[src/rtl/rst_cause_pkg.sv]
package rst_cause_pkg;
  localparam int STAT_W = 9;
  localparam int KEY_W  = 16;
  localparam int SEL_W  = 2;

  // cause flag positions (software decodes these)
  localparam int POS_POR    = 0;
  localparam int POS_PIN    = 1;
  localparam int POS_WDT    = 2;
  localparam int POS_LVR    = 3;
  localparam int POS_BOD    = 4;
  localparam int POS_SYSREQ = 5;
  localparam int POS_CORE   = 7;
  localparam int POS_LOCKUP = 8;

  // one-shot control bits
  localparam int OS_CHIP = 0;
  localparam int OS_CORE = 1;

  localparam logic [SEL_W-1:0] SEL_STATUS  = 2'd0;
  localparam logic [SEL_W-1:0] SEL_ONESHOT = 2'd1;
  localparam logic [SEL_W-1:0] SEL_PORKEY  = 2'd2;

  typedef struct packed {
    logic [STAT_W-1:0] clrMask;
    logic              chipStart;
    logic              coreStart;
    logic              keyLoad;
    logic [KEY_W-1:0]  keyData;
  } ctrlStrobe_t;
endpackage

[src/rtl/rst_cause_ctrl.sv]
module rst_cause_ctrl
  import rst_cause_pkg::*;
#(
  parameter int PULSE_CYCLES = 2
) (
  input  logic              clk,
  input  logic              rstN,
  input  logic              wrEn,
  input  logic [SEL_W-1:0]  wrSel,
  input  logic [KEY_W-1:0]  wrData,
  input  logic              unlocked,
  output ctrlStrobe_t       strb,
  output logic              chipRstOut,
  output logic              coreRstOut
);
  localparam int CNT_W = $clog2(PULSE_CYCLES + 1);
  localparam int N_OS  = 2;

  logic protWr;
  logic [N_OS-1:0] startVec;
  logic [N_OS-1:0] activeVec;

  always_comb begin
    protWr         = wrEn && unlocked;
    strb.clrMask   = (wrEn && wrSel == SEL_STATUS) ? wrData[STAT_W-1:0] : '0;
    strb.chipStart = protWr && wrSel == SEL_ONESHOT && wrData[OS_CHIP];
    strb.coreStart = protWr && wrSel == SEL_ONESHOT && wrData[OS_CORE];
    strb.keyLoad   = protWr && wrSel == SEL_PORKEY;
    strb.keyData   = wrData;
  end

  assign startVec[OS_CHIP] = strb.chipStart;
  assign startVec[OS_CORE] = strb.coreStart;

  genvar g;
  generate
    for (g = 0; g < N_OS; g++) begin : g_oneshot
      logic [CNT_W-1:0] cnt;
      always_ff @(posedge clk or negedge rstN) begin
        if (!rstN)            cnt <= '0;
        else if (startVec[g]) cnt <= CNT_W'(PULSE_CYCLES);
        else if (cnt != '0)   cnt <= cnt - 1'b1;
      end
      assign activeVec[g] = (cnt != '0);
    end
  endgenerate

  assign chipRstOut = activeVec[OS_CHIP];
  assign coreRstOut = activeVec[OS_CORE];


  locked_chip_chk: assert property (@(posedge clk) disable iff (!rstN)
    (wrEn && wrSel == SEL_ONESHOT && !unlocked && !chipRstOut) |=> !chipRstOut);


  chip_width_chk: assert property (@(posedge clk) disable iff (!rstN)
    $rose(chipRstOut) |=> chipRstOut);


  core_width_chk: assert property (@(posedge clk) disable iff (!rstN)
    $rose(coreRstOut) |=> coreRstOut);
endmodule

[src/rtl/rst_cause_dp.sv]
module rst_cause_dp
  import rst_cause_pkg::*;
#(
  parameter logic [KEY_W-1:0] KEY_VALUE = 16'h5AA5
) (
  input  logic              clk,
  input  logic              rstN,
  input  logic              srcPor,
  input  logic              srcPin,
  input  logic              srcWdt,
  input  logic              srcLvr,
  input  logic              srcBod,
  input  logic              srcSysReq,
  input  logic              srcLockup,
  input  logic              dbgAttached,
  input  logic              dbgRst,
  input  ctrlStrobe_t       strb,
  output logic [STAT_W-1:0] statusOut,
  output logic              porOff,
  output logic              lockupRstOut
);
  logic [STAT_W-1:0] setVec;
  logic [KEY_W-1:0]  keyReg;
  logic              keyCancel;

  always_comb begin
    setVec             = '0;
    setVec[POS_POR]    = srcPor | strb.chipStart;
    setVec[POS_PIN]    = srcPin;
    setVec[POS_WDT]    = srcWdt;
    setVec[POS_LVR]    = srcLvr;
    setVec[POS_BOD]    = srcBod;
    setVec[POS_SYSREQ] = srcSysReq;
    setVec[POS_CORE]   = strb.coreStart;
    setVec[POS_LOCKUP] = srcLockup;
  end

  genvar b;
  generate
    for (b = 0; b < STAT_W; b++) begin : g_flag
      always_ff @(posedge clk or negedge rstN) begin
        if (!rstN) statusOut[b] <= 1'b0;
        else       statusOut[b] <= setVec[b] | (statusOut[b] & ~strb.clrMask[b]);
      end
    end
  endgenerate

  assign keyCancel = srcPin | srcWdt | srcLvr | srcBod | dbgRst | strb.chipStart;

  always_ff @(posedge clk or negedge rstN) begin
    if (!rstN) begin
      keyReg       <= '0;
      lockupRstOut <= 1'b0;
    end else begin
      if (keyCancel)         keyReg <= '0;
      else if (strb.keyLoad) keyReg <= strb.keyData;
      lockupRstOut <= srcLockup & ~dbgAttached;
    end
  end

  assign porOff = (keyReg == KEY_VALUE);


  set_wins_chk: assert property (@(posedge clk) disable iff (!rstN)
    (srcWdt && strb.clrMask[POS_WDT]) |=> statusOut[POS_WDT]);


  clear_chk: assert property (@(posedge clk) disable iff (!rstN)
    (strb.clrMask[POS_BOD] && !srcBod) |=> !statusOut[POS_BOD]);


  rearm_chk: assert property (@(posedge clk) disable iff (!rstN)
    (srcPin || srcWdt || srcLvr || srcBod || dbgRst) |=> !porOff);


  dbg_lockup_chk: assert property (@(posedge clk) disable iff (!rstN)
    (srcLockup && dbgAttached) |=> (!lockupRstOut && statusOut[POS_LOCKUP]));
endmodule

[src/rtl/rst_cause_unit.sv]
module rst_cause_unit
  import rst_cause_pkg::*;
#(
  parameter int                PULSE_CYCLES = 2,
  parameter logic [KEY_W-1:0]  KEY_VALUE    = 16'h5AA5
) (
  input  logic              clk,
  input  logic              rstN,
  input  logic              srcPor,
  input  logic              srcPin,
  input  logic              srcWdt,
  input  logic              srcLvr,
  input  logic              srcBod,
  input  logic              srcSysReq,
  input  logic              srcLockup,
  input  logic              dbgAttached,
  input  logic              dbgRst,
  input  logic              unlocked,
  input  logic              wrEn,
  input  logic [SEL_W-1:0]  wrSel,
  input  logic [KEY_W-1:0]  wrData,
  output logic [STAT_W-1:0] statusOut,
  output logic              chipRstOut,
  output logic              coreRstOut,
  output logic              porOff,
  output logic              lockupRstOut
);
  ctrlStrobe_t strb;

  rst_cause_ctrl #(.PULSE_CYCLES(PULSE_CYCLES)) i_ctrl (
    .clk(clk), .rstN(rstN), .wrEn(wrEn), .wrSel(wrSel), .wrData(wrData),
    .unlocked(unlocked), .strb(strb),
    .chipRstOut(chipRstOut), .coreRstOut(coreRstOut)
  );

  rst_cause_dp #(.KEY_VALUE(KEY_VALUE)) i_dp (
    .clk(clk), .rstN(rstN), .srcPor(srcPor), .srcPin(srcPin), .srcWdt(srcWdt),
    .srcLvr(srcLvr), .srcBod(srcBod), .srcSysReq(srcSysReq),
    .srcLockup(srcLockup), .dbgAttached(dbgAttached), .dbgRst(dbgRst),
    .strb(strb), .statusOut(statusOut), .porOff(porOff),
    .lockupRstOut(lockupRstOut)
  );


  status_hold_chk: assert property (@(posedge clk) disable iff (!rstN)
    (chipRstOut && !wrEn && !srcPor && statusOut[POS_PIN]) |=> statusOut[POS_PIN]);


  spare_bit_chk: assert property (@(posedge clk) disable iff (!rstN)
    !statusOut[6]);
endmodule

[config.mk]
export PLATFORM = sky130hd
export DESIGN_NAME = rst_cause_unit
export DESIGN_NICKNAME = d
export VERILOG_FILES = /design/src/rtl/rst_cause_pkg.sv /design/src/rtl/rst_cause_ctrl.sv /design/src/rtl/rst_cause_dp.sv /design/src/rtl/rst_cause_unit.sv
export SDC_FILE = /design/constraint.sdc
export NUM_CORES = 1
export LEC_CHECK = 0
export ABC_AREA = 1
export BUFFER_PORTS_ARGS = -buffer_cell sky130_fd_sc_hd__buf_4
export CORE_ASPECT_RATIO = 1.4
export CORE_MARGIN = 5
export CORE_UTILIZATION = 35
export CTS_CLUSTER_DIAMETER = 120
export DETAILED_ROUTE_END_ITERATION = 8
export GPL_TIMING_DRIVEN = 0
export RECOVER_POWER = 25
export REMOVE_ABC_BUFFERS = 1
export SLEW_MARGIN = 10
export SYNTH_ARGS = -nofsm -noshare
export SYNTH_HDL_FRONTEND = slang
export SYNTH_SLANG_ARGS = --single-unit
[constraint.sdc]
create_clock -name clk -period 1.1 [get_ports clk]
set_clock_uncertainty 0.05 [all_clocks]
set_input_delay 0.11 -clock clk [delete_from_list [all_inputs] [get_ports clk]]
set_output_delay 0.11 -clock clk [all_outputs]
set_load 0.01 [all_outputs]
# [Word-level counts from Yosys, hierarchy flattened]
# Index checks and enable logic that the tools add are counted.
[totals] register_bits=30 inputBits=31 out_inout_bits=13 wordCells=71
[classes] addsub=2 n_eq_ne=3 mux=7 bitwise=34 reduce_logical=12
[op_table] op="$mux 16" n=2
[op_table] op="$eq 16x15->1 const B" n=1
[op_table] op="$or 1x1->1" n=14
[op_table] op="$and 1x1->1" n=10
[op_table] op="$not 1->1" n=10
[op_table] op="$reduce_bool 2->1" n=5
[op_table] op="$mux 9" n=1
[op_table] op="$mux 2" n=4
[op_table] op="$logic_and 1x1->1" n=6
[op_table] op="$sub 2x1->2 const B" n=2
[op_table] op="$eq 2x1->1 const B" n=1
[op_table] op="$eq 2x2->1 const B" n=1
[op_table] op="$logic_not 2->1" n=1

# [Depth between registers and ports, before layout]
# Gate-level depths: netlist (run 1).
[depth] word_depth=6 ltp_mapped=9

# [Cells and area by module]
# Synthesis (run 1) repeated with hierarchy kept, for this count alone.
[unflattened] cells_unflattened=196 hier_area_um2=1557.7
[modules_own_cells] mod="rst_cause_dp" n_inst=1 cells_each=127 area_each_um2=1111.1 seq_area_each_um2=650.6
[modules_own_cells] mod="rst_cause_ctrl" n_inst=1 cells_each=69 area_each_um2=446.7 seq_area_each_um2=100.1

# [Least setup slack after synthesis (run 1)]
# Ideal clock, no wire load.
[synth_path] path_kind="reg-to-reg" from="register i_ctrl.g_oneshot[1].cnt[0]" to="register i_ctrl.g_oneshot[1].cnt[1]" setup_time_ns=0.122 arrival_time_ns=0.866 required_time_ns=0.928 path_slack_ns=0.062 path_stages_with_launch=7 n_path_buf=0 period_less_slack_ns=1.038 path_cell_list="dfrtp_1 -> inv_1 -> ha_1 -> inv_1 -> nand2_1 -> o21ai_0 -> nand2_1"
[synth_lines] item="start, declared" line="rst_cause_ctrl.sv:38" rtl="logic [CNT_W-1:0] cnt;"
[synth_lines] item="start signal, assigned" line="rst_cause_ctrl.sv:41" rtl="else if (startVec[g]) cnt <= CNT_W'(PULSE_CYCLES);"
[synth_lines] item="start signal, assigned" line="rst_cause_ctrl.sv:42" rtl="else if (cnt != '0) cnt <= cnt - 1'b1;"
[synth_lines] item="$reduce_bool 2->1"
[synth_lines] item="net coreRstOut" line="rst_cause_unit.sv:24" rtl="output logic coreRstOut,"
[synth_lines] item="$reduce_bool 2->1 (no line)"
# The timed path passes the listed nets, and every way through them passes these cells. The select of a mux whose other input is x is not followed.
# A chain may end at the register's enable or synchronous reset.

# [Worst setup path after layout (run 1)]
[layout_path] from="register i_dp.keyReg[1]" to="output porOff"
[layout_via] elab_chain_cells=1
[layout_rtl] item="start, declared" line="rst_cause_dp.sv:23" rtl="logic [KEY_W-1:0] keyReg;"
[layout_rtl] item="start signal, assigned" line="rst_cause_dp.sv:56" rtl="else if (strb.keyLoad) keyReg <= strb.keyData;"
[layout_rtl] item="$eq 16x15->1" line="rst_cause_dp.sv:61" rtl="assign porOff = (keyReg == KEY_VALUE);"
[layout_rtl] item="end, declared" line="rst_cause_unit.sv:25" rtl="output logic porOff,"
# No other way between the ends.

==> results.py, run 1 <==
metrics = {
    "status": {
        "outcome": "finished, violations left",
        "failed_checks": "setup timing",
    },
    "floorplan": {
        "start_util_pct": 36.1,
        "pin_count": 44,
        "die_width_um": 65.9,
        "dieArea_sq_mm": 0.00581,
        "rows": 28,
        "coreArea_sq_mm": 0.00424,
        "die_y_um": 88.2,
    },
    "setup_path": {
        "worst-setup-path-type": "flop to primary output",
        "path_max_fanout": 2,
        "required_ns": 0.94,
        "cp.arrival_ns": 1.16,
        "startpoint_type": "flop",
        "critPathCaptureType": "primary output",
    },
    "timing": {
        "setup_ws_ns": -0.216,
        "finalCritPeriodShare_pct": 120,
        "slew_viol_final": 0,
        "rsz0062_at_grt": "yes",
        "period_minus_slack_ns": 1.32,
        "tightest_slew_ns": 0.684,
        "fmax_mhz": 760,
        "setup_violations": 4,
        "hold_viol_final": 0,
        "finalSetupTns_ns": -0.466,
        "slew_headroom_pct": 54.4,
    },
    "yosys": {
        "ys_ff_latch": 30,
        "yosys.cell_types.count": 21,
        "syn-cell-area_sq_mm": 0.00153,
        "synth_edf_count": 0,
        "synth_area_per_cell_sq_um": 7.89,
        "yosysTopAreaCell": "dfrtp_1",
        "synth_area_leaders": "dfrtp_1 (49%), nand2_1 (14%), nand3_1 (9.2%), inv_1 (8.1%), nor2_1 (3.9%)",
        "ys.flop_type": "dfrtp_1",
        "ys_async_sr_fraction_pct": 100,
        "synthTopCellsByCount": "nand2_1 (58), inv_1 (33), dfrtp_1 (30)",
        "netlist_instances": 194,
        "yosysWarnings": 0,
        "synth_top_cell_area_share_pct": 49.1,
        "yosysMostFrequentCell": "nand2_1",
        "seq_area_frac_synth_pct": 49.1,
    },
    "place": {
        "hpwlAfterDp_mm": 2.41,
        "place_congestion": 0.737,
        "place_worst_setup_slack_ns": -0.196,
        "portBuffers": 43,
    },
    "cts": {
        "insertion_delay_ns": 0.27,
        "cts.sink_count": 30,
        "cts-root-buf": "clkbuf_8",
        "cts_buffers": 5,
        "htreeDepth": 2,
        "clk_pin_slew_ns": 0.06,
        "cts.path.max_buffers": 2,
        "cts_tree": "done",
    },
    "global_routing": {
        "grt-ovfl-total": 0,
        "grt_pass1_wl_mm": 5.86,
        "track_usage_pct": 13.0,
        "antenna_found_initial": 0,
        "grt_pass1_vias": 1439,
        "grt_max_degree": 31,
    },
    "power": {
        "vdd_drop_max_mv": 1.39,
        "power_density_mw_per_mm2": 1670,
        "power_leakage_nw": 1.14,
        "p_total_mw": 3.85,
    },
    "worst_hold_path": {
        "hold_class": "input pin to flop",
    },
    "drt": {
        "wirelength_mm": 3.59,
        "vias_per_cell": 4.33,
        "wire_per_inst_um": 11.2,
        "ant_nets": 0,
        "drt_iter0_drc": 31,
        "drt_first_pass_iters": 3,
        "via_count": 1393,
        "drc": 0,
    },
    "layout": {
        "fin_util_pct": 54.3,
        "synthToLayoutAreaGrowth_pct": 50.4,
        "num-nets-final": 294,
        "drive_gt1_share_pct": 35.5,
        "antenna_cells": 0,
    },
    "flow_run": {
        "maxCapViolCount": 0,
    },
}
state kept, by name, indices dropped and copies added, names as in the netlist:
signal,cells
i_dp.statusOut,9
i_ctrl.g_oneshot.cnt,4
i_dp.lockupRstOut,1
i_dp.keyReg,16
worst max-delay path: stages, from the launching register on:
cell and delay, ns:
dfrtp_1 0.38, inv_1 0.07, nand2_2 0.05, nor3_2 0.10
nand2_1 0.08, nor2_1 0.08, buf_4 0.12
cell families after synthesis:
kind of cell	synth area share [%]
buffers and inverters	12.3
adder cells (fa/ha/maj)	1.64
AO/OA/AOI/OAI	1.96
flip-flops	49.1
AND/OR/NAND/NOR	35.1
final timing paths:
kind | start | slack [ns] | to | cells past startpoint
min in group asynchronous | rstN | 0.37 | i_ctrl.g_oneshot[1].cnt[1] | 2
max reg2reg | i_ctrl.g_oneshot[0].cnt[0] | -0.03 | i_ctrl.g_oneshot[0].cnt[1] | 6
min | wrData[6] | 0.05 | i_dp.statusOut[6] | 4
max in group asynchronous | rstN | 0.19 | i_dp.keyReg[0] | 2
max | i_dp.keyReg[1] | -0.22 | porOff | 6
min reg2reg | i_dp.statusOut[6] | 0.42 | i_dp.statusOut[6] | 2
cells in the final DEF (no fill, tap or decap), drive strengths merged, types with 2 or more instances in the layout:
master | netlist | routed
ha | 2 | 2
nor2 | 21 | 21
nand2 | 61 | 61
o21ai | 2 | 2
dlygate4sd3 | 0 | 9
bufinv | 0 | 2
nand4 | 2 | 2
buf | 5 | 56
clkbuf | 0 | 6
a21o | 2 | 2
nand3 | 28 | 28
inv | 35 | 35
dfrtp | 30 | 30
nor3 | 4 | 4
per-stage QoR:
stage	hold WS (ns)	instance area, sq um	instances
after floorplan	-0.236	1480	189
after global placement	0.0115	1880	292
after detailed placement	0.0150	1880	292
after CTS	0.0492	2200	314
after global routing	0.0848	2300	322
final	0.0539	2300	322
layout make-up:
type                       count  area (sq um)
sequential                    30           751
tap                           60          75.1
fill                         415          1940
multi-input combinational    124           652
inverter                      35           141
timing repair buffer          65           539
clock inverter                 2          60.1
clock buffer                   6          82.6
what timing repair did:
item	4_1_cts	5_1_grt
hold endpoints to repair	38	0
hold buffers	9	0
gates resized for setup	17	11
cloned	0	0
pin swaps	4	6
setup buffers	5	9
setup endpoints to repair	4	8
where the power goes:
group          internal [mW]  switching [mW]  total (mW)  leakage [nW]
logic                  0.658           0.545        1.20         0.691
registers               1.20          0.0661        1.27         0.373
clock network          0.966           0.406        1.37        0.0714
total                   2.83            1.02        3.85          1.14
layer usage:
metal / up-vias / track usage, % / routed length [um]
li1: 726 / - / -
met1: 634 / 13.9 / 1490
met2: 28 / 23.8 / 1880
met3: 5 / 4.19 / 175
met4: 0 / 3.96 / 46
met5: - / 0 / 0
(Power assumes the default switching activity.)
==> run 2: changes to the inputs <==
CORE_ASPECT_RATIO = unset   (was 1.4)
CORE_MARGIN = unset   (was 5)
==> run 2 against run 1 <==
Net effect:
- the run still ends with setup timing left
- non-clock buffer count down 6
- cell area down 3.8%
- power down 4.6%
- count of clock-buffer cells in the layout unchanged
- via count down 1.4%
- clock power about the same
- sequential power about the same
- global-route usage up 3.6 points
- flip-flop and latch count unchanged
- first-iteration DRC count up 84%
- worst hold slack better by 0.0040 ns
- register-to-register slack about the same
==> results.py, run 2 (synthesis results as in run 1) <==
metrics = {
    "status": {
        "outcome": "finished, violations left",
        "failed_checks": "setup timing",
    },
    "floorplan": {
        "start_util_pct": 37.4,
        "pin_count": 44,
        "rows": 23,
        "coreArea_sq_mm": 0.00409,
        "die_width_um": 68.1,
        "dieArea_sq_mm": 0.00464,
        "die_y_um": 68.1,
    },
    "global_routing": {
        "grt_max_degree": 31,
        "grt-ovfl-total": 0,
        "antenna_found_initial": 0,
        "grt_pass1_vias": 1270,
        "grt_pass1_wl_mm": 5.58,
        "track_usage_pct": 16.6,
    },
    "power": {
        "vdd_drop_max_mv": 0.938,
        "power_leakage_nw": 1.10,
        "power_density_mw_per_mm2": 1660,
        "p_total_mw": 3.67,
    },
    "drt": {
        "via_count": 1373,
        "ant_nets": 0,
        "drt_iter0_drc": 57,
        "drt_first_pass_iters": 4,
        "drc": 0,
        "wirelength_mm": 3.29,
        "wire_per_inst_um": 10.7,
        "vias_per_cell": 4.49,
    },
    "layout": {
        "fin_util_pct": 54.2,
        "fillers": 400,
        "largestRegisters": "i_dp.keyReg (16), i_dp.statusOut (9), i_ctrl.g_oneshot.cnt (4)",
        "largest_reg_flops": 16,
        "antenna_cells": 0,
        "multi_input_area_sq_um": 633,
        "largest-register": "i_dp.keyReg",
        "layout_common_cells": "nand2_1 (56), buf_4 (44), dfrtp_1 (30)",
        "register_area_sq_um": 751,
        "drive_gt1_share_pct": 32.8,
        "num-nets-final": 288,
        "layoutNonFillerInstCount": 306,
        "final_common_cell": "nand2_1",
        "synthToLayoutAreaGrowth_pct": 44.7,
    },
    "setup_path": {
        "startpoint_type": "flop",
        "required_ns": 0.94,
        "path_buf_inv": 2,
        "rr_endpoint": "i_ctrl.g_oneshot[1].cnt[1]",
        "cp_top_family": "flip-flops",
        "r2r-start": "i_ctrl.g_oneshot[1].cnt[0]",
        "cpMostUsedCell": "nand2_1",
        "cp_cell_sequence": "inv_2 -> nand2_1 -> nor3_1 -> nand2_1 -> nor2_2 -> buf_6",
        "reg2reg_depth": 6,
        "path_max_fanout": 2,
        "critPathCaptureType": "primary output",
        "critPathMaxStageDelay_ns": 0.39,
        "r2r_setup_slack_ns": -0.02,
        "worst-setup-path-type": "flop to primary output",
        "cp_slowest_cell": "dfrtp_1",
        "cp.arrival_ns": 1.20,
    },
    "place": {
        "dp_cells": 282,
        "portBuffers": 43,
        "place_congestion": 0.736,
        "hpwlAfterDp_mm": 2.27,
    },
    "timing": {
        "setup_ws_ns": -0.258,
        "tightest_slew_ns": 0.659,
        "finalSetupTns_ns": -0.484,
        "hold_viol_final": 0,
        "fmax_mhz": 736,
        "slew_viol_final": 0,
        "slew_headroom_pct": 56.0,
        "rsz0062_at_grt": "yes",
        "setup_violations": 4,
        "period_minus_slack_ns": 1.36,
        "finalCritPeriodShare_pct": 123,
    },
    "cts": {
        "clk_pin_slew_ns": 0.07,
        "htreeDepth": 2,
        "cts-root-buf": "clkbuf_8",
        "cts_tree": "done",
        "cts.path.max_buffers": 2,
        "insertion_delay_ns": 0.28,
        "cts_buffers": 5,
        "cts.sink_count": 30,
    },
    "worst_hold_path": {
        "holdPathEnd": "i_dp.statusOut[4]",
        "hold_class": "input pin to flop",
        "hold_depth": 4,
        "hp-start": "wrData[4]",
    },
    "flow_run": {
        "maxCapViolCount": 0,
    },
}
run 2: cell types whose count changed in the layout (fill, tap and decap cells not counted), sizes merged:
| cell | previous run | this run |
|---|---|---|
| buf | 56 | 50 |
run 2: final cells by class:
type                    instances  share of cell area (%)
inverters                      35                    6.50
repair buffers                 59                    21.8
clock inverters                 2                    2.71
multi-input cells             124                    28.6
clock buffers                   6                    3.73
well taps                      50                    2.82
flip-flops and latches         30                    33.9
run 2: layer usage:
| layer | vias up | GRT usage (%) | part of all wire, % |
|---|---|---|---|
| li1 | 711 | - | - |
| met1 | 623 | 21.0 | 46 |
| met2 | 33 | 26.6 | 48 |
| met3 | 6 | 4.67 | 4.6 |
| met4 | 0 | 6.25 | 1.8 |
| met5 | - | 0 | 0 |
run 2: through the flow:
step	cell area [sq um]	hold slack, ns	setup WS [ns]
2_1_floorplan	1480	-0.236	0.0621
3_3_place_gp	1870	0.0150	-0.180
3_5_place_dp	1870	0.00976	-0.188
4_1_cts	2140	0.0482	-0.274
5_1_grt	2210	0.0641	-0.334
6_report	2210	0.0579	-0.258
run 2: report_power, final:
part,total [mW],switching [mW],internal [mW]
clock network,1.38,0.415,0.966
logic,1.02,0.486,0.531
registers,1.27,0.0668,1.20
total,3.67,0.968,2.70
run 2: worst max-delay path by stage:
stage	from	end	slack, ns	depth (start not counted)
after floorplan	i_ctrl.g_oneshot[1].cnt[0]	i_ctrl.g_oneshot[1].cnt[1]	0.06	6
after global placement	wrSel[0]	i_dp.keyReg[2]	-0.18	7
after detailed placement	wrSel[0]	i_dp.keyReg[2]	-0.19	7
after CTS	i_dp.keyReg[1]	porOff	-0.27	6
after global routing	i_dp.keyReg[8]	porOff	-0.33	6
final	i_dp.keyReg[8]	porOff	-0.26	6
run 2: worst register-to-register path, cell delays in order, from the launching register on:
cell and delay, ns:
dfrtp_1 0.40, inv_2 0.09, ha_4 0.15, inv_4 0.04, buf_6 0.11, o21ai_2 0.12
nand2_1 0.06
run 2: repair_timing:
action	CTS	global route
resized for setup	12	14
hold endpoints to repair	38	0
pin swaps	3	8
setup endpoints to repair	3	8
setup buffers	2	5
cloned	0	0
hold buffers	9	0
==> run 3: changes to the inputs <==
RECOVER_POWER = 50   (was 25)
==> run 3 against run 2 <==
Net effect:
- flip-flop and latch count did not move
- setup slack barely moved
- die area did not move
- power barely moved
- largest power group unchanged
- critical path type unchanged
- non-clock buffer count did not move
- largest cell class unchanged
- core utilization fell by 0.12 points
- clock power barely moved
- the flow still finishes with violations (setup timing)
- cell count did not move
- combinational power barely moved
==> results.py, run 3 (synthesis results as in run 1) <==
metrics = {
    "setup_path": {
        "required_ns": 0.94,
        "critPathMaxStageDelay_ns": 0.39,
        "reg2reg_depth": 6,
        "cpMostUsedCell": "nand2_1",
        "worst-setup-path-type": "flop to primary output",
        "cp.arrival_ns": 1.20,
        "cp_cell_sequence": "inv_2 -> nand2_1 -> nor3_1 -> nand2_1 -> nor2_2 -> buf_6",
        "critPathCaptureType": "primary output",
        "startpoint_type": "flop",
        "cp_slowest_cell": "dfrtp_1",
        "path_max_fanout": 2,
    },
    "timing": {
        "finalCritPeriodShare_pct": 123,
        "whs_ns": 0.0579,
        "tightest_slew_ns": 0.659,
        "rsz0062_at_grt": "yes",
        "fmax_mhz": 736,
        "period_minus_slack_ns": 1.36,
        "slew_viol_final": 0,
        "hold_viol_final": 0,
        "setup_violations": 4,
        "setup_ws_ns": -0.258,
        "slew_headroom_pct": 56.0,
        "finalSetupTns_ns": -0.483,
    },
    "layout": {
        "largestRegisters": "i_dp.keyReg (16), i_dp.statusOut (9), i_ctrl.g_oneshot.cnt (4)",
        "drive_gt1_share_pct": 32.4,
        "final_common_cell": "nand2_1",
        "synthToLayoutAreaGrowth_pct": 44.4,
        "fin_util_pct": 54.1,
        "antenna_cells": 0,
        "layout_common_cells": "nand2_1 (56), buf_4 (42), dfrtp_1 (30)",
        "largest_reg_flops": 16,
        "fillers": 401,
        "num-nets-final": 288,
        "largest-register": "i_dp.keyReg",
        "final_cell_area_sq_mm": 0.00221,
    },
    "drt": {
        "drt_iter0_drc": 57,
        "ant_nets": 0,
        "wire_per_inst_um": 10.8,
        "drc": 0,
        "drt_first_pass_iters": 4,
        "vias_per_cell": 4.51,
        "via_count": 1380,
        "wirelength_mm": 3.29,
    },
    "place": {
        "portBuffers": 43,
        "dpl_cell_area_sq_mm": 0.00187,
        "hpwlAfterDp_mm": 2.27,
        "place_congestion": 0.736,
    },
    "flow_run": {
        "maxCapViolCount": 0,
    },
    "cts": {
        "cts_buffers": 5,
        "cts-root-buf": "clkbuf_8",
        "cts.sink_count": 30,
        "cts.path.max_buffers": 2,
        "cts_tree": "done",
        "htreeDepth": 2,
        "clk_pin_slew_ns": 0.07,
        "insertion_delay_ns": 0.28,
    },
    "floorplan": {
        "pin_count": 44,
        "dieArea_sq_mm": 0.00464,
        "die_y_um": 68.1,
        "die_width_um": 68.1,
        "start_util_pct": 37.4,
        "rows": 23,
        "coreArea_sq_mm": 0.00409,
    },
    "power": {
        "p_seq_share_pct": 34.7,
        "p_comb_share_pct": 27.7,
        "clockPowerShare_pct": 37.7,
        "swShare_pct": 26.4,
        "switchingPower_uw": 967,
        "vdd_drop_max_mv": 0.937,
        "power_leakage_nw": 1.10,
        "power_density_mw_per_mm2": 1660,
        "p_int_mw": 2.70,
        "p_total_mw": 3.67,
    },
    "worst_hold_path": {
        "hold_class": "input pin to flop",
        "hold_depth": 4,
    },
    "global_routing": {
        "grt_max_degree": 31,
        "grt-ovfl-total": 0,
        "grt_pass1_wl_mm": 5.58,
        "antenna_found_initial": 0,
        "track_usage_pct": 16.6,
        "grt_pass1_vias": 1270,
    },
    "status": {
        "outcome": "finished, violations left",
        "failed_checks": "setup timing",
    },
}
## run 3: power by group through the flow
stage | logic, mW | registers (mW) | clock network [mW]
detailed placement | 0.665 | 1.27 | 0
floorplan | 0.376 | 1.27 | 0
global placement | 0.641 | 1.27 | 0
CTS | 0.859 | 1.26 | 1.41
finish | 1.01 | 1.27 | 1.38
global route | 1.14 | 1.28 | 1.45
## run 3: critical path, delay by kind of cell, from the launching register on
family                 cells  cell delay [ns]
buffers and inverters      2             0.16
DFF                        1             0.39
and+or+nand+nor            4             0.37
## run 3: cell type report
cell class                      instances  area [sq um]  share of cell area, %
Sequential cell                        30           751                   34.0
Multi-Input combinational cell        124           631                   28.5
Timing Repair Buffer                   59           479                   21.7
Inverter                               35           144                   6.51
Clock buffer                            6          82.6                   3.74
Tap cell                               50          62.6                   2.83
Clock inverter                          2          60.1                   2.72
## run 3: timing repair
item | CTS | global route
pin swaps | 3 | 8
resized for setup | 12 | 14
setup buffers | 2 | 5
hold endpoints to repair | 38 | 0
endpoints found under the setup margin | 3 | 8
hold buffers | 9 | 0
## run 3: per-layer routing
metal	global-route usage (%)	share of wire, %	vias up
met2	26.6	48	35
met1	21.0	46	628
met4	6.25	1.8	0
met3	4.67	4.6	6
li1	-	-	711
met5	0	0	-
## run 3: final timing paths
kind	startpoint	slack, ns	to
worst min-delay path	wrData[4]	0.06	i_dp.statusOut[4]
worst min register to register	i_dp.statusOut[4]	0.43	i_dp.statusOut[4]
max in group asynchronous	rstN	0.23	i_dp.keyReg[2]
min in group asynchronous	rstN	0.34	i_dp.statusOut[3]
worst max register to register	i_ctrl.g_oneshot[1].cnt[0]	-0.02	i_ctrl.g_oneshot[1].cnt[1]
worst max-delay path	i_dp.keyReg[8]	-0.26	porOff
## run 3: through the flow
stage / setup WS, ns / cells
after floorplan: 0.0621 / 189
after global placement: -0.180 / 282
after detailed placement: -0.188 / 282
after CTS: -0.274 / 301
after global routing: -0.334 / 306
final: -0.258 / 306
